**src/rtl/irqc_pkg.sv**
```systemverilog
`timescale 1ns/1ps
package irqc_pkg;
  localparam int IRQ_SRCS    = 6;
  localparam int IDX_W       = $clog2(IRQ_SRCS);
  localparam int REG_W       = 8;
  localparam int SRC_PER_REG = (IRQ_SRCS + 1) / 2;
  localparam int EMI_POS     = 0;
  localparam int EN_LO_A     = 1;
  localparam int EN_LO_B     = 0;
  localparam int FLAG_LO     = 4;

  typedef logic [IRQ_SRCS-1:0] src_vec_t;
  typedef logic [IDX_W-1:0]    src_idx_t;
endpackage

```
**src/rtl/irqc_regs.sv**
```systemverilog
`timescale 1ns/1ps
module irqc_regs
  import irqc_pkg::*;
#(
  parameter int            AW     = 8,
  parameter logic [AW-1:0] ADDR_A = 8'h0B,
  parameter logic [AW-1:0] ADDR_B = 8'h1E
) (
  input  logic             clk,
  input  logic             rst_n,
  input  logic             reg_wr,
  input  logic [AW-1:0]    reg_addr,
  input  logic [REG_W-1:0] reg_wdata,
  input  src_vec_t         src_evt,
  input  src_vec_t         ack,
  input  logic             ret_ei,
  output logic             emi,
  output src_vec_t         en,
  output src_vec_t         flags,
  output logic [REG_W-1:0] reg_rdata
);

  logic     emi_q, emi_n;
  src_vec_t en_q, en_n;
  src_vec_t fl_q, fl_n;
  logic     upd;
  logic     hit_a, hit_b;

  assign hit_a = (reg_addr == ADDR_A);
  assign hit_b = (reg_addr == ADDR_B);
  assign upd   = reg_wr | ret_ei | (|ack) | (|src_evt);

  // next-state: write, then return-with-enable, then acknowledge, then events
  always_comb begin
    emi_n = emi_q;
    en_n  = en_q;
    fl_n  = fl_q;
    if (reg_wr && hit_a) begin
      emi_n = reg_wdata[EMI_POS];
      for (int i = 0; i < SRC_PER_REG; i++) begin
        en_n[i] = reg_wdata[EN_LO_A + i];
        fl_n[i] = reg_wdata[FLAG_LO + i];
      end
    end
    if (reg_wr && hit_b) begin
      for (int i = SRC_PER_REG; i < IRQ_SRCS; i++) begin
        en_n[i] = reg_wdata[EN_LO_B + i - SRC_PER_REG];
        fl_n[i] = reg_wdata[FLAG_LO + i - SRC_PER_REG];
      end
    end
    if (ret_ei) emi_n = 1'b1;
    if (|ack)   emi_n = 1'b0;
    fl_n = (fl_n & ~ack) | src_evt;
  end

  always_ff @(posedge clk or negedge rst_n) begin
    if (!rst_n) begin
      emi_q <= 1'b0;
      en_q  <= '0;
      fl_q  <= '0;
    end else if (upd) begin
      emi_q <= emi_n;
      en_q  <= en_n;
      fl_q  <= fl_n;
    end
  end

  always_comb begin
    reg_rdata = '0;
    if (hit_a) begin
      reg_rdata[EMI_POS] = emi_q;
      for (int i = 0; i < SRC_PER_REG; i++) begin
        reg_rdata[EN_LO_A + i] = en_q[i];
        reg_rdata[FLAG_LO + i] = fl_q[i];
      end
    end else if (hit_b) begin
      for (int i = SRC_PER_REG; i < IRQ_SRCS; i++) begin
        reg_rdata[EN_LO_B + i - SRC_PER_REG] = en_q[i];
        reg_rdata[FLAG_LO + i - SRC_PER_REG] = fl_q[i];
      end
    end
  end

  assign emi   = emi_q;
  assign en    = en_q;
  assign flags = fl_q;

endmodule

```
**src/rtl/irqc_arb.sv**
```systemverilog
`timescale 1ns/1ps
module irqc_arb
  import irqc_pkg::*;
#(
  parameter int            VW       = 8,
  parameter logic [VW-1:0] VEC_BASE = 8'h04,
  parameter logic [VW-1:0] VEC_STEP = 8'h04
) (
  input  src_vec_t        pending,
  input  logic            allow,
  output src_vec_t        ack,
  output logic            take,
  output src_idx_t        idx,
  output logic [VW-1:0]   vector
);

  logic [IRQ_SRCS:0] higher;
  src_vec_t          grant;

  assign higher[0] = 1'b0;

  // lower index wins: each source is masked by any pending source below it
  for (genvar g = 0; g < IRQ_SRCS; g++) begin : g_prio
    assign grant[g]    = pending[g] & ~higher[g];
    assign higher[g+1] = higher[g] | pending[g];
  end

  assign take = allow & higher[IRQ_SRCS];
  assign ack  = grant & {IRQ_SRCS{allow}};

  always_comb begin
    idx = '0;
    for (int i = 0; i < IRQ_SRCS; i++) begin
      if (grant[i]) idx = src_idx_t'(i);
    end
  end

  assign vector = VEC_BASE + VW'(idx) * VEC_STEP;

endmodule

```
**src/rtl/irqc_stack.sv**
```systemverilog
`timescale 1ns/1ps
module irqc_stack #(
  parameter int DEPTH = 8,
  parameter int DW    = $clog2(DEPTH + 1)
) (
  input  logic          clk,
  input  logic          rst_n,
  input  logic          push,
  input  logic          pop,
  output logic [DW-1:0] depth,
  output logic          full,
  output logic          empty
);

  logic [DW-1:0] depth_q, depth_n;
  logic          do_push, do_pop, upd;

  assign full    = (depth_q == DW'(DEPTH));
  assign empty   = (depth_q == '0);
  assign do_push = push & ~full;
  assign do_pop  = pop & ~empty;
  assign upd     = do_push ^ do_pop;

  always_comb begin
    depth_n = depth_q;
    if (do_push && !do_pop) depth_n = depth_q + DW'(1);
    if (do_pop && !do_push) depth_n = depth_q - DW'(1);
  end

  always_ff @(posedge clk or negedge rst_n) begin
    if (!rst_n)   depth_q <= '0;
    else if (upd) depth_q <= depth_n;
  end

  assign depth = depth_q;

endmodule

```
**src/rtl/irqc_top.sv**
```systemverilog
`timescale 1ns/1ps
module irqc_top
  import irqc_pkg::*;
#(
  parameter int            AW        = 8,
  parameter logic [AW-1:0] ADDR_A    = 8'h0B,
  parameter logic [AW-1:0] ADDR_B    = 8'h1E,
  parameter int            STK_DEPTH = 8,
  parameter int            VW        = 8,
  parameter logic [VW-1:0] VEC_BASE  = 8'h04,
  parameter logic [VW-1:0] VEC_STEP  = 8'h04,
  parameter int            SDW       = $clog2(STK_DEPTH + 1)
) (
  input  logic                clk,
  input  logic                rst_n,
  input  logic [IRQ_SRCS-1:0] src_evt,
  input  logic                reg_wr,
  input  logic [AW-1:0]       reg_addr,
  input  logic [REG_W-1:0]    reg_wdata,
  output logic [REG_W-1:0]    reg_rdata,
  input  logic                call_push,
  input  logic                ret,
  input  logic                ret_ei,
  output logic                irq_take,
  output logic [IDX_W-1:0]    irq_src,
  output logic [VW-1:0]       irq_vector,
  output logic                wake,
  output logic                stk_full,
  output logic                stk_empty,
  output logic [SDW-1:0]      stk_depth
);

  logic [1:0] rst_pipe;
  logic       rst_ni;
  logic       emi_w;
  src_vec_t   en_w, flag_w, ack_w, pend_w;
  logic       allow_w;

  // asynchronous assertion, synchronous release
  always_ff @(posedge clk or negedge rst_n) begin
    if (!rst_n) rst_pipe <= 2'b00;
    else        rst_pipe <= {rst_pipe[0], 1'b1};
  end
  assign rst_ni = rst_pipe[1];

  irqc_regs #(.AW(AW), .ADDR_A(ADDR_A), .ADDR_B(ADDR_B)) u_regs (
    .clk       (clk),
    .rst_n     (rst_ni),
    .reg_wr    (reg_wr),
    .reg_addr  (reg_addr),
    .reg_wdata (reg_wdata),
    .src_evt   (src_evt),
    .ack       (ack_w),
    .ret_ei    (ret_ei),
    .emi       (emi_w),
    .en        (en_w),
    .flags     (flag_w),
    .reg_rdata (reg_rdata)
  );

  assign pend_w  = flag_w & en_w & {IRQ_SRCS{emi_w}};
  assign allow_w = ~stk_full & ~call_push & ~ret & ~ret_ei;

  irqc_arb #(.VW(VW), .VEC_BASE(VEC_BASE), .VEC_STEP(VEC_STEP)) u_arb (
    .pending (pend_w),
    .allow   (allow_w),
    .ack     (ack_w),
    .take    (irq_take),
    .idx     (irq_src),
    .vector  (irq_vector)
  );

  irqc_stack #(.DEPTH(STK_DEPTH), .DW(SDW)) u_stack (
    .clk   (clk),
    .rst_n (rst_ni),
    .push  (irq_take | call_push),
    .pop   (ret | ret_ei),
    .depth (stk_depth),
    .full  (stk_full),
    .empty (stk_empty)
  );

  assign wake = |(flag_w & en_w);

endmodule

```
**config.mk**
```make
export PLATFORM = sky130hd
export DESIGN_NAME = irqc_top
export DESIGN_NICKNAME = d
export VERILOG_FILES = /design/src/rtl/irqc_pkg.sv /design/src/rtl/irqc_regs.sv /design/src/rtl/irqc_arb.sv /design/src/rtl/irqc_stack.sv /design/src/rtl/irqc_top.sv
export SDC_FILE = /design/constraint.sdc
export NUM_CORES = 1
export LEC_CHECK = 0
export ABC_AREA = 0
export CELL_PAD_IN_SITES_DETAIL_PLACEMENT = 1
export CELL_PAD_IN_SITES_GLOBAL_PLACEMENT = 1
export CORE_MARGIN = 2
export CORE_UTILIZATION = 28
export DETAILED_ROUTE_END_ITERATION = 12
export PLACE_DENSITY_LB_ADDON = 0.1
export SLEW_MARGIN = 20
export SYNTH_ARGS = -nofsm -noshare
export SYNTH_HDL_FRONTEND = slang
export SYNTH_SLANG_ARGS = --single-unit
```
**constraint.sdc**
```tcl
create_clock -name clk -period 1.55 [get_ports clk]
set_input_delay 0.155 -clock clk [delete_from_list [all_inputs] [get_ports clk]]
set_output_delay 0.155 -clock clk [all_outputs]
set_load 0.01 [all_outputs]
```
# Word level (Yosys, flattened, before mapping)

Index checks and enable logic that the tools add are counted.

Bits in registers: 19
Latch bits: 0
Bits in writable memories: 0
ROM bits: 0
Input port bits: 28
Output and inout port bits: 27
Word-level logic and storage cells: 83
Memories kept: 0

Add/sub/neg operators: 3
Multiply operators: 0
Divide/modulo/power cells: 0
Magnitude comparators: 0
Equality and inequality tests: 3
Shift operators: 0
Muxes and demuxes: 17
Bitwise logic cells: 38
Reductions and logical operators: 16

Operator list:

| cell                                                               | count |
|---|---|
| 3-bit 2-to-1 mux                                                   | 10 |
| 6-bit AND                                                          | 4 |
| 6-bit OR reduction                                                 | 3 |
| 1-bit AND                                                          | 11 |
| 1-bit NOT                                                          | 10 |
| 1-bit bitwise OR                                                   | 10 |
| 8-bit by 4-bit == test with 1-bit output, second input constant    | 1 |
| 8-bit by 5-bit == test with 1-bit output, second input constant    | 1 |
| 4-bit 2-to-1 mux                                                   | 2 |
| 2-bit AND reduction                                                | 4 |
| 3-bit by 5-bit adder with 6-bit output, first input constant       | 1 |
| 6-bit NOT                                                          | 1 |
| 6-bit bitwise OR                                                   | 1 |
| 1-bit 2-to-1 mux                                                   | 5 |
| 4-bit by 1-bit adder with 4-bit output, second input constant      | 1 |
| 4-bit == test, second input constant                               | 1 |
| 1-bit logical AND                                                  | 4 |
| 4-bit logical NOT                                                  | 1 |
| 4-bit by 1-bit subtractor with 4-bit output, second input constant | 1 |
| 3-bit nonzero test                                                 | 1 |
| 1-bit logical NOT                                                  | 2 |
| 2-bit nonzero test                                                 | 1 |
| 1-bit XOR                                                          | 1 |

# Depth between registers and ports, before layout

Gate-level depths: netlist (run 1).

Depth after elaboration: 14
Depth in mapped cells: 11
Gate-level depth less buffers: 10

# Modules after synthesis

Synthesis (run 1) repeated with hierarchy kept, for this count alone.

Cells, all modules: 159
Area, all modules: 1,520.2 um2

Modules (own cells, without submodules):

| module     | instances | cells an instance | area each (um2) | seq. area each (um2) |
|---|---|---|---|---|
| irqc_regs  | 1         | 84                | 837.1           | 325.3 |
| irqc_stack | 1         | 34                | 339.1           | 100.1 |
| irqc_arb   | 1         | 25                | 200.2           | 0.0 |
| irqc_top   | 1         | 16                | 143.9           | 50.0 |

# Worst setup path after synthesis (run 1)

OpenSTA, ideal clock, no wires.

Path type: reg-to-reg
Start: register u_stack.depth_q[3], in the netlist u_stack.depth[3]
End: register u_stack.depth_q[3], in the netlist u_stack.depth[3]
Setup time: 0.141 ns
Arrival time: 2.600 ns
Required time: 1.409 ns
Slack: -1.190 ns
Stages on the path, launching flop included: 12
Buffers on the path: 1
Path through: dfrtp_1 > nor4b_2 > or4_1 > buf_2 > nor3b_4 > o21bai_1 > ha_1 > ha_1 > clkinv_1 > nor4_1 > nand4b_1 > o311ai_1

Cells in the longest elaborated chain, start to end: 12
Elaborated cells on any way between the ends: 22

RTL lines:

| element                              | RTL line         | source |
|---|---|---|
| start: declaration                   | irqc_stack.sv:15 | `logic [DW-1:0] depth_q, depth_n;` |
| start signal: assignment             | irqc_stack.sv:32 | `else if (upd) depth_q <= depth_n;` |
| 4-bit == test (*)                    | irqc_stack.sv:18 | `assign full = (depth_q == DW'(DEPTH));` |
| via stk_full                         | irqc_top.sv:28   | `output logic stk_full,` |
| 1-bit NOT (*)                        | irqc_top.sv:62   | `assign allow_w = ~stk_full & ~call_push & ~ret & ~ret_ei;` |
| 1-bit AND (*) (3 in a row)           | irqc_top.sv:62   |  |
| 1-bit AND (*)                        | irqc_arb.sv:28   | `assign take = allow & higher[IRQ_SRCS];` |
| via irq_take                         | irqc_top.sv:24   | `output logic irq_take,` |
| 1-bit bitwise OR (*)                 | irqc_top.sv:76   | `.push (irq_take \| call_push),` |
| 1-bit AND (*)                        | irqc_stack.sv:20 | `assign do_push = push & ~full;` |
| 1-bit logical NOT                    | irqc_stack.sv:27 | `if (do_pop && !do_push) depth_n = depth_q - DW'(1);` |
| 1-bit logical AND                    | irqc_stack.sv:27 |  |
| 2-bit nonzero test (no source line)  | --               |  |
| 2-bit AND reduction (no source line) | --               |  |

Mark *: on every way through the listed nets, which the timed path passes. The rest lies on a longest branch. The select of a mux whose other input is x is not followed.
A chain may end at the register's enable or synchronous reset.

# Final worst setup path (run 1)

Start: register u_stack.depth_q[3], in the netlist u_stack.depth[3]
End: register u_stack.depth_q[3], in the netlist u_stack.depth[3]

Cells in the longest elaborated chain, start to end: 12
Elaborated cells on any way between the ends: 22

RTL lines:

| element                              | RTL line |
|---|---|
| 4-bit == test                        | irqc_stack.sv:18 |
| 1-bit NOT                            | irqc_stack.sv:20, irqc_top.sv:62 |
| 1-bit AND (3 in a row)               | irqc_top.sv:62 |
| 1-bit AND                            | irqc_arb.sv:28 |
| 1-bit bitwise OR                     | irqc_top.sv:76 |
| 1-bit AND                            | irqc_stack.sv:20 |
| 1-bit logical NOT                    | irqc_stack.sv:27 |
| 1-bit logical AND                    | irqc_stack.sv:27 |
| 2-bit nonzero test (no source line)  | -- |
| 2-bit AND reduction (no source line) | -- |

Parallel ways exist; a longest one is shown, timed or not. The select of a mux whose other input is x is not followed.

==> metrics.txt, run 1 <==
share of cells above drive strength 1=roughly half; Worst Skew=approximately 0.00097 ns; #FFs+latches synth=19; grt total ovfl=0; initial DRC count=34; Buffers on Ports=47; DR vias/cell=a little under 5; fmax=around 400 MHz; GPL Wtd Cong=roughly 0.84; cts hold-fix bufs=0; worst skew pair latency=0.26 ns; placed cell areas=roughly 0.0021 mm^2; Die H=slightly above 70 um; yosys warns=0; Fin Hold WS=0.04992 ns; Reg area=478.0 um^2; Routed WL per cell=between 15 and 20 um; fillers=between 400 and 500; Leakage=1.267 nW; area of the multi-input gates=954.7 um^2; WP data arrival=around 2.6 ns; Area Overhead vs Synth=97.85%; vias in the first global route=roughly 1.6k; num rows=24; initial antenna violation count=0; final-report setup violation count=19; VDD IR max=roughly 900 uV; drt drc=0; Final Hold Fails=0; drt total wl=approximately 5000 um; TritonCTS Buffers=3; syn_area_per_cell=roughly 10 um^2; final setup margin=-0.9446 ns; CTS tree=built; clk slew on worst S/H paths=0.07 ns; H-tree levels=1; fin. max-slew vios=0; drt pass-1 iters=4; failing checks=setup timing; unrepaired setup endpoints after global routing=true; initial core utilization=29.22%; post-layout min period=2.495 ns; crit share post-route=160.9%; R2R Path End=u_stack.depth[3]$_DFFE_PN0P_; slowest stage cell, crit path=or4_4; hpwl dp=~3600 um; I/O pin count=55; pwr dens=1028 mW/mm^2; most frequent cells in the layout=buf_4 (45), buf_6 (24), clkdlybuf4s50_1 (19); Total Routing Usage GR=between 10% and 20%; commonest non-fill, non-tap cell in the layout=buf_4; critical-path maximum fanout=3; CP Class=register to register; crit path cell chain=nor4b_4, or4_4, nor3b_4, o21bai_2, ha_4, ha_1, a21oi_4, o21ai_0, nand4b_1, o311ai_2; highest cell delay on the worst timing path=about 0.44 ns; # diodes=0; worst r2r path cells=10; critical path required time=between 1.5 and 2 ns; startpoint types=register; first-pass GRT wire length=7721 um; Setup crit end kind=register; largest net degree at the start of global routing=12; layout net count=267; synthesized area=about 0.0013 mm^2; Reg2Reg Setup Slack=-0.94 ns; Max-Cap Viols=0; via count=~1.4k; Distinct cells, synth=41; cell count after synthesis=between 100 and 150; final core area utilization=between 50% and 60%; ANT nets after route=0; register area share after synthesis=37.11%; reg-to-reg startpoint=u_stack.depth[3]$_DFFE_PN0P_; die area=~0.0051 mm^2; Clock Sinks=19; Root Driver=clkbuf_8; Core ar.=between 0.004 and 0.005 mm^2; Pwr Total=about 2.6 mW; status=finished, violations left; maximum buffer depth of the clock tree=2; Hold Path Class=input pin to asynchronous set/reset pin; design area=0.002535 mm^2; die width=71.65 um
how the worst max path moves through the flow:
stage	from	end	slack, ns	cells past startpoint
6_report	u_stack.depth[3]$_DFFE_PN0P_	u_stack.depth[3]$_DFFE_PN0P_	-0.94	10
5_1_grt	u_stack.depth[3]$_DFFE_PN0P_	u_stack.depth[3]$_DFFE_PN0P_	-1.05	10
4_1_cts	u_stack.depth[3]$_DFFE_PN0P_	u_stack.depth[3]$_DFFE_PN0P_	-0.91	9
3_5_place_dp	call_push	u_stack.depth[3]$_DFFE_PN0P_	-1.26	9
3_3_place_gp	call_push	u_stack.depth[3]$_DFFE_PN0P_	-1.05	9
2_1_floorplan	u_stack.depth[3]$_DFFE_PN0P_	u_stack.depth[3]$_DFFE_PN0P_	-1.08	10
worst max-delay path, delay by kind of cell, from the launching register on:
| kind | cells | cell delay (ns) |
|---|---|---|
| adders and majority gates | 2 | 0.49 |
| AOI/OAI and AO/OA | 4 | 0.52 |
| and+or+nand+nor | 4 | 0.96 |
| DFF | 1 | 0.40 |
power breakdown:
group          switching [mW]  internal (mW)  leakage, nW  total [mW]
registers              0.0736          0.574        0.213       0.647
logic                   0.754          0.856         1.03        1.61
clock network           0.170          0.179       0.0255       0.349
logic make-up after synthesis:
logic type | Yosys count | synth area share, %
muxes | 13 | 10.74
and+or+nand+nor | 44 | 23.93
adders and majority gates | 5 | 5.469
buffers and inverters | 17 | 6.835
DFF | 19 | 37.11
xor gates and xnor gates | 3 | 2.051
other | 2 | 0.5862
AOI/OAI and AO/OA | 23 | 13.28
state kept, by name, summed over array words and instances, names as in the netlist:
register	cells
u_regs.en	6
u_regs.flags	6
u_stack.depth	4
u_regs.emi	1
rst_pipe	2
stage by stage:
step,cells,setup slack [ns],setup TNS (ns)
5_1_grt,285,-1.046,-7.869
2_1_floorplan,131,-1.079,-3.674
6_report,285,-0.9446,-6.416
3_3_place_gp,260,-1.047,-14.39
3_5_place_dp,260,-1.260,-16.04
4_1_cts,281,-0.9118,-6.418
cell usage after synthesis:
| master | n | share of area [%] |
|---|---|---|
| buf_4 | 6 | 3.5 |
| buf_2 | 1 | 0.39 |
| nand2b_1 | 1 | 0.49 |
| o32ai_1 | 1 | 0.68 |
| o21bai_1 | 7 | 4.1 |
| conb_1 | 2 | 0.59 |
| nor2_1 | 6 | 1.8 |
| a21boi_1 | 1 | 0.59 |
| ha_1 | 4 | 3.9 |
| dfrtp_1 | 19 | 37 |
| nand3_1 | 2 | 0.78 |
| or3_1 | 1 | 0.49 |
| and3_1 | 3 | 1.5 |
| or3b_1 | 1 | 0.68 |
| nand2_1 | 8 | 2.3 |
| o311ai_1 | 1 | 0.68 |
| a22o_1 | 6 | 4.1 |
| nor4_1 | 2 | 0.98 |
| clkbuf_1 | 3 | 0.88 |
| inv_1 | 6 | 1.8 |
| nand4_2 | 2 | 2.0 |
| xor2_1 | 2 | 1.4 |
| nand4b_1 | 1 | 0.68 |
| o21ai_0 | 3 | 1.2 |
| xnor2_1 | 1 | 0.68 |
| and2_1 | 2 | 0.98 |
| mux2_1 | 6 | 5.3 |
| fa_1 | 1 | 1.6 |
| nand4_1 | 4 | 2.0 |
| nor3b_1 | 2 | 1.2 |
| nor3_1 | 2 | 0.78 |
| a21oi_1 | 2 | 0.78 |
| nor4b_2 | 2 | 2.3 |
| mux2i_1 | 7 | 5.5 |
| clkinv_1 | 1 | 0.29 |
| nor3b_4 | 1 | 1.5 |
| or4_1 | 1 | 0.59 |
| nor4b_4 | 1 | 1.9 |
| nor2b_1 | 1 | 0.49 |
| a22oi_1 | 2 | 1.2 |
| and3b_1 | 1 | 0.68 |
repair_timing:
item,4_1_cts,5_1_grt
buffers inserted,18,9
pin swaps,22,12
endpoints found under the setup margin,27,27
resized for setup,111,36
layer usage:
metal  global-route usage, %  vias up  share of wire [%]
li1                        -      659                  -
met1                   23.00      679                 40
met2                   37.45       38                 56
met3                   1.406        2                3.6
met4                   4.403        0               0.28
met5                       0        -                  0
final cells by class:
type | count | share of cell area, %
clock buffer | 3 | 1.629
clock inverter | 1 | 0.1974
inverter | 7 | 1.135
multi-input combinational | 95 | 37.66
sequential | 19 | 18.85
tap | 52 | 2.567
timing repair buffer | 108 | 37.96
(Power assumes the default switching activity.)
==> run 2: changes to the inputs <==
Settings changed: CORE_UTILIZATION 28 to 30, SYNTH_HIERARCHICAL set to 1.
==> run 2 against run 1 <==
Compared with the run above:
- wire length is 38% higher
- largest power group unchanged
- fmax is 6.4% lower
- sequential power is 3% higher
- combinational power is 7% higher
- design area is 14% higher
- via count is 25% higher
- the run still ends with setup timing left
- flip-flop and latch count stayed put
- critical path depth stayed put
==> metrics.txt, run 2 <==
CP Class=register to register; design area=0.002884 mm^2 (+14%); Async S/R FF share, synth=100.0% (unchanged); largest net degree at the start of global routing=18 (+6); #FFs+latches synth=19 (unchanged); Final Hold Fails=0 (unchanged); cts hold-fix bufs=0 (unchanged); Area Overhead vs Synth=89.71%; drt total wl=6875 um (+38%); maximum buffer depth of the clock tree=2 (unchanged); cell count after synthesis=159 (+26%); placed cell areas=0.002454 mm^2 (+15%); fillers=556 (+19%); worst skew pair latency=0.26 ns (about the same); Worst Skew=0.003315 ns (+0.002348 ns); first-pass GRT wire length=9570 um (+24%); drt pass-1 iters=4 (unchanged); drt drc=0 (unchanged); Root Driver=clkbuf_8; vias in the first global route=1835 (+17%); initial DRC count=87 (+160%); cell with the most instances after synthesis=dfrtp_1; Setup crit end kind=register; final-report setup violation count=21 (+2); Buffers on Ports=47 (unchanged); grt total ovfl=0 (unchanged); critical path launch point=u_stack/depth[2]$_DFFE_PN0P_; largest cells by area after synthesis=dfrtp_1 (31%), mux2_2 (5.2%), a22oi_1 (4.4%); critical-path maximum fanout=5 (+2); VDD IR max=879.0 uV (-2.6%); top-area cell type share of the netlist area=31.28% (-5.8 points); reg-to-reg startpoint=u_stack/depth[2]$_DFFE_PN0P_; final setup margin=-1.114 ns (-0.1694 ns); synthesized area=0.001520 mm^2 (+19%); most frequent cells in the layout=buf_4 (55), clkdlybuf4s50_1 (19), dfrtp_1 (16); num rows=25 (+4.2%); fin. max-slew vios=0 (unchanged); die width=75.19 um (+4.9%); hpwl dp=4629 um (+27%); crit share post-route=171.9% (+11 points); status=finished, violations left; Core ar.=0.004817 mm^2 (+9.9%); DR vias/cell=5.146 (+6.4%); Hold Path Class=input pin to asynchronous set/reset pin; worst slack, placed=-1.155 ns (+0.1046 ns); H-tree levels=1 (unchanged); post-layout min period=2.664 ns (+0.1694 ns); clk slew on worst S/H paths=0.07 ns (about the same); share of cells above drive strength 1=55.97% (+4.0 points); Distinct cells, synth=52 (+27%); I/O pin count=55 (unchanged); ANT nets after route=0 (unchanged); failing checks=setup timing; Clock Sinks=19 (unchanged); GPL Wtd Cong=0.8832 (+5.7%); unrepaired setup endpoints after global routing=true; syn_area_per_cell=9.561 um^2 (-6.0%); Total Routing Usage GR=23.05% (+3.7 points); TritonCTS Buffers=3 (unchanged); Primary FF master, synth=dfrtp_1; via count=1724 (+25%); initial core utilization=31.56% (+2.3 points); CTS tree=built; commonest non-fill, non-tap cell in the layout=buf_4; Die H=75.19 um (+4.9%); WP data arrival=2.78 ns (+0.16 ns); Leakage=1.275 nW (+0.66%); Reg2Reg Setup Slack=-1.11 ns (-0.17 ns); pwr dens=954.3 mW/mm^2 (-7.2%); die area=0.005653 mm^2 (+10%); synth cell count leaders=dfrtp_1 (19), nor2_1 (13), and3_1 (10), nand2b_1 (10), a22oi_1 (9); startpoint types=register; Fin Hold WS=0.05414 ns (+0.004217 ns); Pwr Total=2.752 mW (+5.6%); final core area utilization=59.87% (+2.1 points); Synth area leader=dfrtp_1; yosys warns=6 (+6); Routed WL per cell=20.52 um (+17%); fmax=375.4 MHz (-6.4%); critical path required time=1.67 ns (about the same); # diodes=0 (unchanged); register area share after synthesis=31.28% (-5.8 points); EDFF count, synth=0 (unchanged); layout net count=302 (+13%); Max-Cap Viols=0 (unchanged); initial antenna violation count=0 (unchanged)
[run 2: cell types whose count changed after synthesis, moves of 5 or more]
cell      delta
and3_1       +7
o21bai_1     -6
mux2_2       +7
nand2_1      -5
nand2b_1     +9
nor2_1       +7
mux2i_1      -6
a22o_1       -6
a22oi_1      +7
mux2_1       -6
[run 2: cells by family after synthesis]
| family | count (synthesis) | synth area share (%) |
|---|---|---|
| AND/OR/NAND/NOR | 72 | 32.92 |
| AO/OA/AOI/OAI | 30 | 14.90 |
| flip-flops | 19 | 31.28 |
| buffers and inverters | 19 | 7.489 |
| multiplexers | 8 | 5.844 |
| adder cells (fa/ha/maj) | 5 | 4.609 |
| other | 3 | 0.7407 |
| XOR/XNOR | 3 | 2.223 |
[run 2: power breakdown]
part | switching [mW] | total, mW | internal (mW) | leakage [nW]
registers | 0.0931 | 0.667 | 0.573 | 0.213
logic | 0.776 | 1.73 | 0.953 | 1.04
clock network | 0.178 | 0.357 | 0.179 | 0.0255
[run 2: layer usage]
layer  GRT usage (%)  vias up  wire length [um]
met1           29.73      859              2984
met5               0        -                 0
met2           41.23       53              3538
li1                -      797                 -
met4           4.678        0               114
met3           3.213       15               238
[run 2: stage by stage]
step | setup TNS [ns] | cells
after floorplan | -4.886 | 163
after global placement | -15.02 | 313
after detailed placement | -16.68 | 313
after CTS | -9.289 | 328
after global routing | -10.75 | 335
final | -9.770 | 335
[run 2: cell type report]
cell class,count,area [um^2],share of cell area (%)
repair buffers,112,964.7,33.45
flip-flops and latches,19,479.2,16.62
multi-input cells,125,1280,44.38
well taps,67,83.83,2.907
clock buffers,3,41.29,1.432
inverters,8,30.03,1.041
clock inverters,1,5.005,0.1735
[run 2: path summary, 6_finish.rpt]
path                                                end  depth (start not counted)
max reg2reg                u_stack/depth[3]$_DFFE_PN0P_                         10
max                        u_stack/depth[3]$_DFFE_PN0P_                         10
min                               rst_pipe[1]$_DFF_PN0_                          1
min in group clk                  rst_pipe[1]$_DFF_PN0_                          0
min reg2reg                    u_regs/en[1]$_DFFE_PN0P_                          1
max in group asynchronous        u_regs/emi$_DFFE_PN0P_                          1
[run 2: repair_timing]
item	4_1_cts	5_1_grt
pin swaps	15	20
setup buffers	12	11
gates resized for setup	102	37
endpoints found under the setup margin	32	31
[run 2: critical path, cell delays in order, from the launching register on]
cell	delay [ns]
dfrtp_2	0.45
nor4b_4	0.41
nor3_2	0.08
a21boi_4	0.15
or2_4	0.25
nand2b_4	0.07
ha_4	0.17
ha_4	0.21
or4b_4	0.49
o311ai_4	0.08
o211ai_1	0.16
==> run 3: changes to the inputs <==
Settings changed: SKIP_LAST_GASP set to 1.
==> run 3 against run 2 <==
Compared with the run above:
- the run still ends with setup timing left
- hold slack worse by 0.0033 ns
- utilization down 0.83 points
- first-iteration DRC count decreased by 20%
- clock power about the same
- cell count did not move
- largest power group unchanged
- clock skew increased by 0.00092 ns
- highest routed layer unchanged
- count of clock-buffer cells in the layout unchanged
- total power increased by 0.20%
- register-to-register slack about the same
- critical path depth is the same
==> metrics.txt, run 3 (same netlist as run 2, synthesis figures left out) <==
status=finished, violations left; failing checks=setup timing; Routed WL per cell=19.90 um (-3.1%); ANT nets after route=0 (unchanged); vias in the first global route=1810 (-1.4%); Worst Skew=0.004237 ns (+0.0009218 ns); initial core utilization=31.56% (unchanged); final-report setup violation count=20 (-4.8%); initial antenna violation count=0 (unchanged); Sw Share=37.45% (-0.58 points); Core ar.=0.004817 mm^2 (unchanged); critical path required time=1.67 ns (about the same); CP Class=register to register; maximum buffer depth of the clock tree=2 (unchanged); num rows=25 (unchanged); Total Routing Usage GR=22.28% (-0.77 points); commonest non-fill, non-tap cell in the layout=buf_4; final setup margin=-1.115 ns (-0.001350 ns); Clock Sinks=19 (unchanged); Die H=75.19 um (unchanged); WP data arrival=2.79 ns (about the same); Area Overhead vs Synth=87.08%; initial DRC count=70 (-20%); die width=75.19 um (unchanged); post-layout min period=2.665 ns (+0.001350 ns); first-pass GRT wire length=9397 um (-1.8%); drt pass-1 iters=4 (unchanged); slowest stage cell, crit path=or4b_4; worst skew pair latency=0.26 ns (about the same); combinational power share=63.8% (+1.0 points); grt total ovfl=0 (unchanged); highest cell delay on the worst timing path=0.49 ns (about the same); die area=0.005653 mm^2 (unchanged); Int Pwr=1.725 mW (+1.1%); clk slew on worst S/H paths=0.08 ns (about the same); critical path launch point=u_regs/emi$_DFFE_PN0P_; Setup crit end kind=register; Psw=1.033 mW (-1.3%); critical-path maximum fanout=6 (+1); # placed instances=313 (unchanged); crit share post-route=172.0% (about the same); TritonCTS Buffers=3 (unchanged); # diodes=0 (unchanged); H-tree levels=1 (unchanged); Finished Layout Cells=335 (unchanged); cts hold-fix bufs=0 (unchanged); startpoint types=register; largest net degree at the start of global routing=18 (unchanged); most frequent CP cell=ha_4; GPL Wtd Cong=0.8832 (unchanged); fillers=547 (-1.6%); drt drc=0 (unchanged); DR vias/cell=5.146 (unchanged); unrepaired setup endpoints after global routing=true; hpwl dp=4629 um (unchanged); pwr dens=969.7 mW/mm^2 (+1.6%); crit path cell chain=and3_4, nor4_4, a21boi_4, or2_4, nand2b_4, ha_4, ha_4, or4b_4, o311ai_4, o211ai_1; drt total wl=6665 um (-3.1%); Leakage=1.254 nW (-1.6%); fin. max-slew vios=0 (unchanged); Final Hold Fails=0 (unchanged); Clock power frac=12.9% (about the same); CTS tree=built; Buffers on Ports=47 (unchanged); Pwr Total=2.758 mW (+0.20%); share of cells above drive strength 1=55.22% (-0.75 points); Max-Cap Viols=0 (unchanged); most frequent cells in the layout=buf_4 (58), clkdlybuf4s50_1 (21), dfrtp_1 (16); layout net count=302 (unchanged); VDD IR max=795.2 uV (-9.5%); I/O pin count=55 (unchanged); fmax=375.2 MHz (about the same); via count=1724 (unchanged); register share of total power=23.3% (-0.9 points); Hold Path Class=input pin to asynchronous set/reset pin; Root Driver=clkbuf_8; reg-to-reg startpoint=u_regs/emi$_DFFE_PN0P_
==> run 3: cell types whose count changed in the layout (fill, tap and decap cells not counted) <==
cell / change
nand2_1: +1
clkbuf_2: +1
nand2b_4: -1
buf_6: -3
a31oi_4: -1
nand2_2: -2
clkdlybuf4s50_1: +2
buf_4: +3
nand2_4: +1
a31oi_1: +1
dlymetal6s2s_1: -2
nand2b_1: +1
dlygate4sd2_1: -1
==> run 3: worst paths after layout <==
check | endpoint | slack (ns) | cells past startpoint
setup / recovery | u_stack/depth[3]$_DFFE_PN0P_ | -1.12 | 10
hold / removal | rst_pipe[1]$_DFF_PN0_ | 0.05 | 1
setup reg to reg | u_stack/depth[3]$_DFFE_PN0P_ | -1.12 | 10
hold reg to reg | u_stack/depth[3]$_DFFE_PN0P_ | 0.21 | 1
max in group asynchronous | u_regs/emi$_DFFE_PN0P_ | 1.12 | 1
min in group clk | rst_pipe[1]$_DFF_PN0_ | 0.36 | 0
==> run 3: area by class of cell <==
cell class              count  area (um^2)  area share [%]
repair buffers            112        944.7           33.22
inverters                   8        30.03           1.056
multi-input cells         125         1260           44.30
clock inverters             1        5.005          0.1760
clock buffers               3        41.29           1.452
flip-flops and latches     19        479.2           16.85
well taps                  67        83.83           2.948
==> run 3: metal layers <==
layer / share of wire (%) / global-route usage, % / vias to the layer above / wire, um
li1: - / - / 799 / -
met5: 0 / 0 / - / 0
met2: 51 / 38.50 / 51 / 3416
met4: 2.1 / 5.263 / 0 / 142
met3: 4.3 / 2.008 / 18 / 284
met1: 42 / 30.25 / 856 / 2822
==> run 3: metrics by stage <==
step	utilization [%]	setup TNS (ns)	hold slack [ns]	setup slack, ns	area (um^2)
5_1_grt	59.04	-10.81	0.04741	-1.194	2844
6_report	59.04	-9.303	0.05080	-1.115	2844
3_5_place_dp	50.94	-16.68	0.2108	-1.155	2454
4_1_cts	56.31	-9.364	0.05315	-1.081	2713
3_3_place_gp	50.94	-15.02	0.2022	-1.013	2454
2_1_floorplan	-	-4.886	-0.1406	-1.101	1630
==> run 3: critical path: cells and delay by family (launching register included) <==
family / cells / cell delay, ns
adders and majority gates: 2 / 0.38
and+or+nand+nor: 5 / 1.37
DFF: 1 / 0.45
AOI/OAI and AO/OA: 3 / 0.33
==> run 3: power by group through the flow <==
stage          registers, mW  clock network [mW]  logic, mW
6_report               0.643               0.356       1.76
5_1_grt                0.650               0.390       1.86
4_1_cts                0.634               0.359       1.50
3_5_place_dp           0.644                   0       1.35
3_3_place_gp           0.640                   0       1.28
2_1_floorplan          0.716                   0      0.651
==> run 3: repair_timing <==
action	CTS	global route
pin swaps	15	18
setup endpoints to repair	32	31
setup buffers	12	10
resized for setup	97	35
endpoints found under the hold margin	0	0
